--- config.mk ---
export PLATFORM = sky130hd
export DESIGN_NAME = cpu_clock_reset
export DESIGN_NICKNAME = d
export VERILOG_FILES = /design/src/rtl/clkrst_pkg.sv /design/src/rtl/clkrst_porsync.sv /design/src/rtl/clkrst_ctrl.sv /design/src/rtl/clkrst_datapath.sv /design/src/rtl/cpu_clock_reset.sv
export SDC_FILE = /design/constraint.sdc
export NUM_CORES = 1
export LEC_CHECK = 0
export ABC_AREA = 1
export BUFFER_PORTS_ARGS = -buffer_cell sky130_fd_sc_hd__buf_2
export CAP_MARGIN = 40
export CORE_MARGIN = 3
export CORE_UTILIZATION = 56
export DETAILED_ROUTE_END_ITERATION = 8
export PLACE_DENSITY = 0.81
export SLEW_MARGIN = 20
export SYNTH_ARGS = -nofsm -noshare
export SYNTH_HDL_FRONTEND = slang
export SYNTH_SLANG_ARGS = --single-unit
--- constraint.sdc ---
create_clock -name clk -period 1.95 [get_ports clk]
set_input_delay 0.4875 -clock clk [delete_from_list [all_inputs] [get_ports clk]]
set_output_delay 0.4875 -clock clk [all_outputs]
set_load 0.03 [all_outputs]
--- src/rtl/clkrst_pkg.sv ---
`timescale 1ns/1ps
package clkrst_pkg;

  typedef enum logic [2:0] {
    SPD_SLOW = 3'b001,
    SPD_MID  = 3'b010,
    SPD_FAST = 3'b100
  } speed_e;

  // strobes from the sequencing control into the datapath
  typedef struct packed {
    logic   rstLoad;
    logic   rstActive;
    logic   rstFull;
    speed_e reqSpeed;
  } ctrl_strobe_t;

  function automatic speed_e decodeSpeed(input logic [1:0] forceCode,
                                         input logic [1:0] hwSel);
    speed_e s;
    case (forceCode)
      2'b01:   s = SPD_SLOW;
      2'b10:   s = SPD_MID;
      2'b11:   s = SPD_FAST;
      default: begin
        case (hwSel)
          2'b10:   s = SPD_MID;
          2'b11:   s = SPD_FAST;
          default: s = SPD_SLOW;
        endcase
      end
    endcase
    return s;
  endfunction

endpackage

--- src/rtl/clkrst_porsync.sv ---
`timescale 1ns/1ps
module clkrst_porsync #(
  parameter int STAGES = 2
) (
  input  logic clk,
  input  logic porN,
  output logic porRst
);
  logic [STAGES-1:0] syncChain;

  always_ff @(posedge clk or negedge porN) begin
    if (!porN) syncChain <= '0;
    else       syncChain <= {syncChain[STAGES-2:0], 1'b1};
  end

  assign porRst = ~syncChain[STAGES-1];
endmodule

--- src/rtl/clkrst_ctrl.sv ---
`timescale 1ns/1ps
module clkrst_ctrl
  import clkrst_pkg::*;
(
  input  logic         clk,
  input  logic         porRst,
  input  logic         sysReq,
  input  logic         compReq,
  input  logic [1:0]   hwSel,
  input  logic [1:0]   forceCode,
  input  logic         cntDone,
  output ctrl_strobe_t strobes
);
  logic rstActive;
  logic rstFull;
  logic anyReq;

  assign anyReq = sysReq | compReq;

  always_ff @(posedge clk or posedge porRst) begin
    if (porRst) begin
      rstActive <= 1'b0;
      rstFull   <= 1'b0;
    end else if (anyReq) begin
      rstActive <= 1'b1;
      rstFull   <= sysReq | (rstActive & rstFull);
    end else if (rstActive && cntDone) begin
      rstActive <= 1'b0;
      rstFull   <= 1'b0;
    end
  end

  always_comb begin
    strobes.rstLoad   = anyReq;
    strobes.rstActive = rstActive;
    strobes.rstFull   = rstFull;
    strobes.reqSpeed  = decodeSpeed(forceCode, hwSel);
  end

  // a system request always yields a full reset next cycle
  p_sys_full_r7: assert property (@(posedge clk) disable iff (porRst)
    sysReq |=> (rstActive && rstFull));

  // a full reset is not downgraded by a later compatibility request
  p_keep_full_r9: assert property (@(posedge clk) disable iff (porRst)
    (rstActive && rstFull && compReq) |=> rstFull);

  // a lone compatibility request into an idle block is partial
  p_comp_partial_r8: assert property (@(posedge clk) disable iff (porRst)
    (compReq && !sysReq && !rstActive) |=> (rstActive && !rstFull));
endmodule

--- src/rtl/clkrst_datapath.sv ---
`timescale 1ns/1ps
module clkrst_datapath
  import clkrst_pkg::*;
#(
  parameter int FAST_DIV   = 2,
  parameter int RST_CYCLES = 56
) (
  input  logic         clk,
  input  logic         porRst,
  input  ctrl_strobe_t strobes,
  input  logic         strobeIn,
  output logic         cntDone,
  output logic         cpuEn,
  output logic [2:0]   speedStatus,
  output logic         cpuRstN,
  output logic         periphRstN,
  output logic         basePortRstN,
  output logic         extPortRstN,
  output logic         printerStrobe,
  output logic         forceLocalOsc
);
  localparam int MID_DIV  = 2 * FAST_DIV;
  localparam int SLOW_DIV = 4 * FAST_DIV;
  localparam int DW       = (SLOW_DIV > 1) ? $clog2(SLOW_DIV) : 1;
  localparam int CW       = $clog2(RST_CYCLES + 1);

  logic [DW-1:0] divCnt;
  logic [DW-1:0] lastIdx;
  speed_e        activeSpeed;
  logic [CW-1:0] rstCnt;
  logic          anyRst;
  logic          extRst;

  // divider: period restarts at every pulse using the rate then in effect
  always_comb begin
    case (activeSpeed)
      SPD_FAST: lastIdx = DW'(FAST_DIV - 1);
      SPD_MID:  lastIdx = DW'(MID_DIV - 1);
      default:  lastIdx = DW'(SLOW_DIV - 1);
    endcase
  end

  assign cpuEn = (divCnt == lastIdx);

  always_ff @(posedge clk or posedge porRst) begin
    if (porRst) begin
      divCnt      <= '0;
      activeSpeed <= SPD_SLOW;
    end else if (cpuEn) begin
      divCnt      <= '0;
      activeSpeed <= strobes.reqSpeed;
    end else begin
      divCnt      <= divCnt + 1'b1;
    end
  end

  // reset length counter
  always_ff @(posedge clk or posedge porRst) begin
    if (porRst)                                  rstCnt <= '0;
    else if (strobes.rstLoad)                    rstCnt <= CW'(RST_CYCLES - 1);
    else if (strobes.rstActive && rstCnt != '0)  rstCnt <= rstCnt - 1'b1;
  end

  assign cntDone = (rstCnt == '0);

  assign anyRst        = porRst | strobes.rstActive;
  assign extRst        = porRst | (strobes.rstActive & strobes.rstFull);
  assign cpuRstN       = ~anyRst;
  assign periphRstN    = ~anyRst;
  assign basePortRstN  = ~anyRst;
  assign extPortRstN   = ~extRst;
  assign printerStrobe = anyRst | strobeIn;
  assign forceLocalOsc = porRst;
  assign speedStatus   = activeSpeed;

  // status always one-hot
  p_status_onehot_r6: assert property (@(posedge clk) disable iff (porRst)
    $countones(speedStatus) == 1);

  // the rate in effect only moves on a pulse edge
  p_rate_hold_r5: assert property (@(posedge clk) disable iff (porRst)
    !cpuEn |=> $stable(speedStatus));

  // enable pulse is one cycle wide
  p_pulse_single_r2: assert property (@(posedge clk) disable iff (porRst)
    (cpuEn && FAST_DIV > 1) |=> !cpuEn);

  // every request reloads the full length
  p_reload_r9: assert property (@(posedge clk) disable iff (porRst)
    strobes.rstLoad |=> (rstCnt == CW'(RST_CYCLES - 1)));

  // extended ports are never in reset without the CPU
  p_ext_subset_r8: assert property (@(posedge clk) disable iff (porRst)
    !extPortRstN |-> !cpuRstN);
endmodule

--- src/rtl/cpu_clock_reset.sv ---
`timescale 1ns/1ps
module cpu_clock_reset #(
  parameter int FAST_DIV   = 2,
  parameter int RST_CYCLES = 56
) (
  input  logic       clk,
  input  logic       porN,
  input  logic       sysReq,
  input  logic       compReq,
  input  logic [1:0] hwSel,
  input  logic [1:0] forceCode,
  input  logic       strobeIn,
  output logic       cpuEn,
  output logic [2:0] speedStatus,
  output logic       cpuRstN,
  output logic       periphRstN,
  output logic       basePortRstN,
  output logic       extPortRstN,
  output logic       printerStrobe,
  output logic       forceLocalOsc
);
  import clkrst_pkg::*;

  logic         porRst;
  logic         cntDone;
  ctrl_strobe_t strobes;

  clkrst_porsync #(.STAGES(2)) u_porsync (
    .clk    (clk),
    .porN   (porN),
    .porRst (porRst)
  );

  clkrst_ctrl u_ctrl (
    .clk       (clk),
    .porRst    (porRst),
    .sysReq    (sysReq),
    .compReq   (compReq),
    .hwSel     (hwSel),
    .forceCode (forceCode),
    .cntDone   (cntDone),
    .strobes   (strobes)
  );

  clkrst_datapath #(.FAST_DIV(FAST_DIV), .RST_CYCLES(RST_CYCLES)) u_dp (
    .clk           (clk),
    .porRst        (porRst),
    .strobes       (strobes),
    .strobeIn      (strobeIn),
    .cntDone       (cntDone),
    .cpuEn         (cpuEn),
    .speedStatus   (speedStatus),
    .cpuRstN       (cpuRstN),
    .periphRstN    (periphRstN),
    .basePortRstN  (basePortRstN),
    .extPortRstN   (extPortRstN),
    .printerStrobe (printerStrobe),
    .forceLocalOsc (forceLocalOsc)
  );
endmodule

---- Word level (Yosys, flattened, before mapping) ----
Index checks and enable logic that the tools add are counted.
operators by class
  bitwise operators ....................... 9
  $mul .................................... 0
  equality and inequality tests ........... 8
  $add $sub $neg .......................... 2
  div/mod/pow operators ................... 0
  shift operators ......................... 0
  $lt $le $gt $ge ......................... 0
  muxes and demuxes ....................... 9
  reductions and logical operators ........ 6
operators by type and width
  operator                                             number
  two-way mux 6 bit                                    2
  one-hot mux 3 bit (2 select lines)                   2
  one-hot mux 3 bit (3 select lines)                   1
  equality test 2 bit, second input constant           4
  zero test 6 bit                                      1
  nonzero test 6 bit                                   1
  subtractor 6 x 1 -> 6 bit, second input constant     1
  bitwise OR 1 bit                                     5
  nonzero test 2 bit                                   2
  adder 3 x 1 -> 3 bit, second input constant          1
  equality test 3 x 2 -> 1 bit, second input constant  1
  equality test 3 bit                                  1
  equality test 3 bit, second input constant           1
  two-way mux 1 bit                                    3
  two-way mux 3 bit                                    1
  NOT 1 bit                                            3
  equality test 2 x 1 -> 1 bit, second input constant  1
  logical AND 1 bit                                    2
  AND 1 bit                                            1
word-level totals
  input bits .............................. 9
  latch bits .............................. 0
  memories kept ........................... 0
  memory bits (writable) .................. 0
  logic and storage cells ................. 40
  output and inout bits ................... 10
  register bits after elaboration ......... 16
  ROM bits ................................ 0

---- Longest topological paths before layout ----
  word-level depth ........................ 4
  depth in mapped cells ................... 9

---- Modules after synthesis ----
A second synthesis with hierarchy kept.
second synthesis, totals
  cell total of the unflattened synthesis .. 129
  area total of the unflattened synthesis .. 1011.0 µm²
modules (own cells, without submodules)
  module           seq. area each (µm²)  times used  cells an instance  area an instance (µm²)
  clkrst_datapath  301.5                 1           98                 785.8
  clkrst_ctrl      50.0                  1           27                 167.7
  clkrst_porsync   50.0                  1           4                  57.6

---- Worst setup path before layout ----
Ideal clock, no wire load.
  path type ............................... reg2out
  start ................................... reg u_porsync.syncChain[1]
  end ..................................... out printerStrobe
  slack ................................... -0.366 ns
  arrival ................................. 1.828 ns
  buffers on the path ..................... 0
  required time ........................... 1.462 ns
  stages on the path, launching flop included .. 4
  path through ............................ dfrtp_1 -> inv_1 -> nor2_1 -> nand2_1
on the way
  word-level cells in the longest chain between the ends .. 3
RTL lines
  item                     RTL line               source
  from (decl)              clkrst_porsync.sv:9    logic [STAGES-1:0] syncChain;
  from (signal assigned)   clkrst_porsync.sv:13   else syncChain <= {syncChain[STAGES-2:0], 1'b1};
  NOT 1 bit                clkrst_porsync.sv:16   assign porRst = ~syncChain[STAGES-1];
  named net forceLocalOsc  cpu_clock_reset.sv:20  output logic forceLocalOsc
  bitwise OR 1 bit         clkrst_datapath.sv:66  assign anyRst = porRst | strobes.rstActive;
  bitwise OR 1 bit         clkrst_datapath.sv:72  assign printerStrobe = anyRst | strobeIn;
  to (decl)                cpu_clock_reset.sv:19  output logic printerStrobe,
The timed path passes the listed nets, and every way through them passes these cells.

---- Worst setup path in the final report ----
  start ................................... reg u_dp.activeSpeed[1] (netlist: u_dp.speedStatus[1])
  end ..................................... out cpuEn
on the way
  word-level cells in the longest chain between the ends .. 3
  elaborated cells between the ends (all ways) .. 4
  classes of those cells .................. 3 x eq/ne; 1 x mux
RTL lines
  item                                                                        RTL line               source
  from (decl)                                                                 clkrst_datapath.sv:29  speed_e activeSpeed;
  from (signal assigned)                                                      clkrst_datapath.sv:51  activeSpeed <= strobes.reqSpeed;
  equality test 3 x 2 -> 1 bit / equality test 3 bit (equally long branches)  clkrst_datapath.sv:36  case (activeSpeed)
  one-hot mux 3 bit (2 select lines) *                                        clkrst_datapath.sv:36
  equality test 3 bit *                                                       clkrst_datapath.sv:43  assign cpuEn = (divCnt == lastIdx);
  to (decl)                                                                   cpu_clock_reset.sv:13  output logic cpuEn,
Every way passes the cells marked *; elsewhere a longest branch is shown, timed or not.

==> flow_metrics.py <==
metrics = {
    "run_status": {
        "outcome": "finished with violations",
        "violations": "negative setup slack",
    },
    "die": {
        "coreArea_um2": 1420,
        "die_height_um": 46.3,
        "die_area_um2": 2140,
        "die-width_um": 46.3,
        "start_util_pct": 64.3,
        "io_pins": 19,
        "rows": 13,
    },
    "pwr": {
        "p_total_mw": 1.11,
        "peakVddDrop_v": 0.000656,
        "p_leak_nw": 0.641,
        "p_per_area_nw_per_um2": 980,
    },
    "final_layout": {
        "nets": 150,
        "finalInstanceArea_um2": 1130,
        "fill_cells": 94,
        "final_util_pct": 80.2,
        "drive_gt1_share_pct": 35.8,
        "diodes": 0,
        "area_delta_synth_final_pct": 24.8,
        "stdcell_count": 152,
    },
    "sta": {
        "timing.final.crit_period_ns": 1.99,
        "layout_setup_ws_ns": -0.0393,
        "fin_setup_tns_ns": -0.0393,
        "whs_ns": 0.219,
        "fmax_ghz": 0.503,
        "hold_viol_final": 0,
        "finalSetupViolations": 1,
        "slew_viol_final": 0,
        "rsz0062_at_grt": "yes",
        "period_share_pct": 102,
        "fin_skew_ns": 0.00396,
    },
    "setup_path": {
        "critical-path-max-stage-delay_ns": 0.43,
        "cp_slowest_cell": "dfrtp_1",
        "path_buf_inv": 2,
        "end_kind": "output pin",
        "cp_top_family": "simple AND/OR/NAND/NOR gates",
        "worst-path-max-fanout": 5,
        "path_cells": "inv_2, nand3_1, nand2_1, nand3_4, nor2_8, buf_6",
        "startpoint_type": "register",
        "worstPathArrival_ns": 1.50,
        "path_class": "reg -> out",
        "cp.required_ns": 1.46,
    },
    "yosys": {
        "syn_inst": 107,
        "synth-adder-area-share_pct": 4.13,
        "syn_area_per_cell_um2": 8.50,
        "syn_nets": 119,
        "synth_commonest_cells": "20 x nand2_1, 17 x inv_1, 15 x dfrtp_1, 8 x nor2_1",
        "ys_ff_latch": 16,
        "ys_types": 25,
        "synthFlopType": "dfrtp_1",
        "synth_edf_count": 0,
        "yosys.area.top_type": "dfrtp_1",
        "synth_top_family_by_area": "simple AND/OR/NAND/NOR gates",
        "ys_seq_area_share_pct": 44.2,
        "synthTopCellsByArea": "dfrtp_1 41%, nand2_1 8.3%, inv_1 7.0%",
        "syn_area_um2": 910,
        "yosys_warnings": 0,
        "synth_mux_area_share_pct": 0,
        "synth-simple-area-share_pct": 28.3,
        "synth-async-reset-ratio_pct": 100,
        "yosysTopAreaCellShare_pct": 41.3,
        "synth_compound_area_share_pct": 9.63,
        "yosysMostFrequentCell": "nand2_1",
        "synth_xor_area_share_pct": 3.85,
    },
    "detailed_routing": {
        "ant_nets": 0,
        "routed_wl_um": 2130,
        "wire_per_inst_um": 14.0,
        "drt_iter0_markers": 16,
        "via_per_inst": 5.44,
        "remaining_drc_errors": 0,
        "firstDrtPassIters": 4,
        "via_count": 827,
    },
    "clocking": {
        "cts.path.max_buffers": 2,
        "insertion_delay_ns": 0.29,
        "numCtsBuffers": 3,
        "clkSlewWorstSetupHoldPaths_ns": 0.10,
        "cts_tree": "built",
        "cts_sinks": 16,
        "htreeDepth": 1,
        "cts_root_buffer": "clkbuf_4",
    },
    "flow_run": {
        "drv_cap": 0,
    },
    "worst_hold_path": {
        "hold_class": "reg -> async",
    },
    "grt": {
        "grt.overflow.total": 0,
        "grt_max_degree": 15,
        "antenna_found_initial": 0,
        "first_global_vias": 760,
        "grt_first_pass_wirelength_um": 3170,
        "grt_use_total_pct": 21.2,
    },
    "placed_design": {
        "gp_congestion": 0.807,
        "dpl_cell_area_um2": 1020,
        "hpwlAfterDp_um": 1260,
        "dp.cells": 139,
        "port_buffers": 18,
        "dp_slack_ns": 0.284,
    },
}
## logic make-up (layout without fill, tap and decap cells)
kind of cell | after synthesis | after routing
fa+ha+maj | 3 | 3
other cells | 1 | 1
xor+xnor | 4 | 4
flops | 16 | 16
buf+inv | 21 | 51
compound gates | 17 | 17
simple gates | 45 | 45
## sequential cells by signal, summed over array words and instances (netlist names)
signal / count
u_ctrl.rstFull: 1
u_dp.speedStatus: 3
u_porsync.syncChain: 2
u_dp.rstCnt: 6
u_dp.divCnt: 3
u_ctrl.rstActive: 1
## layer usage
metal / vias up / GRT usage [%] / wire, um
met3: 6 / 2.34 / 103
li1: 391 / - / -
met4: 0 / 11.9 / 31
met1: 401 / 26.3 / 929
met2: 29 / 35.2 / 1070
met5: - / 0 / 0
## cell type report
cell class | instances | area [um2] | share of cell area (%)
Multi-Input combinational cell | 70 | 429 | 37.8
Sequential cell | 16 | 403 | 35.5
Timing Repair Buffer | 28 | 174 | 15.3
Inverter | 19 | 73.8 | 6.50
Clock buffer | 4 | 36.3 | 3.20
Tap cell | 15 | 18.8 | 1.65
## power breakdown
group,switching [mW],internal (mW)
logic,0.279,0.158
registers,0.0585,0.389
clock network,0.114,0.114
total,0.451,0.661
## final timing paths
check / endpoint / slack, ns / startpoint / cells after the start
setup / recovery: cpuEn / -0.04 / u_dp.speedStatus[1]$_DFFE_PN0N_ / 6
hold / removal: u_dp.divCnt[1]$_DFF_PN0_ / 0.22 / u_porsync.syncChain[1]$_DFF_PN0_ / 1
setup reg to reg: u_dp.speedStatus[2]$_DFFE_PN0N_ / 0.54 / u_dp.speedStatus[1]$_DFFE_PN0N_ / 7
hold reg to reg: u_dp.divCnt[1]$_DFF_PN0_ / 0.22 / u_porsync.syncChain[1]$_DFF_PN0_ / 1
max in group asynchronous: u_porsync.syncChain[0]$_DFF_PN0_ / 1.36 / porN / 2
min in group clk: u_porsync.syncChain[1]$_DFF_PN0_ / 0.37 / u_porsync.syncChain[0]$_DFF_PN0_ / 0
## layout by cell type, fill, tap and decap left out, types with 3 or more instances in the layout
cell type / Yosys / routed
nor2_1: 8 / 7
nand2_2: 3 / 3
buf_2: 0 / 17
o21ai_1: 6 / 6
o21ai_0: 6 / 6
inv_1: 17 / 16
nand2_1: 20 / 20
ha_1: 3 / 3
dfrtp_1: 15 / 14
xor2_1: 3 / 3
nand3_1: 3 / 3
nand2_4: 3 / 3
clkbuf_4: 0 / 3
a21oi_1: 3 / 3
buf_4: 2 / 9
## what timing repair did
action                                  in CTS  in global routing
gates resized for setup                      3                  2
endpoints found under the setup margin       1                  1
pin swaps                                    2                  3
buffers inserted                             3                  5
endpoints found under the hold margin        2                  0
hold buffers                                 1                  0
No activity file was read; power rests on OpenSTA's default activity.
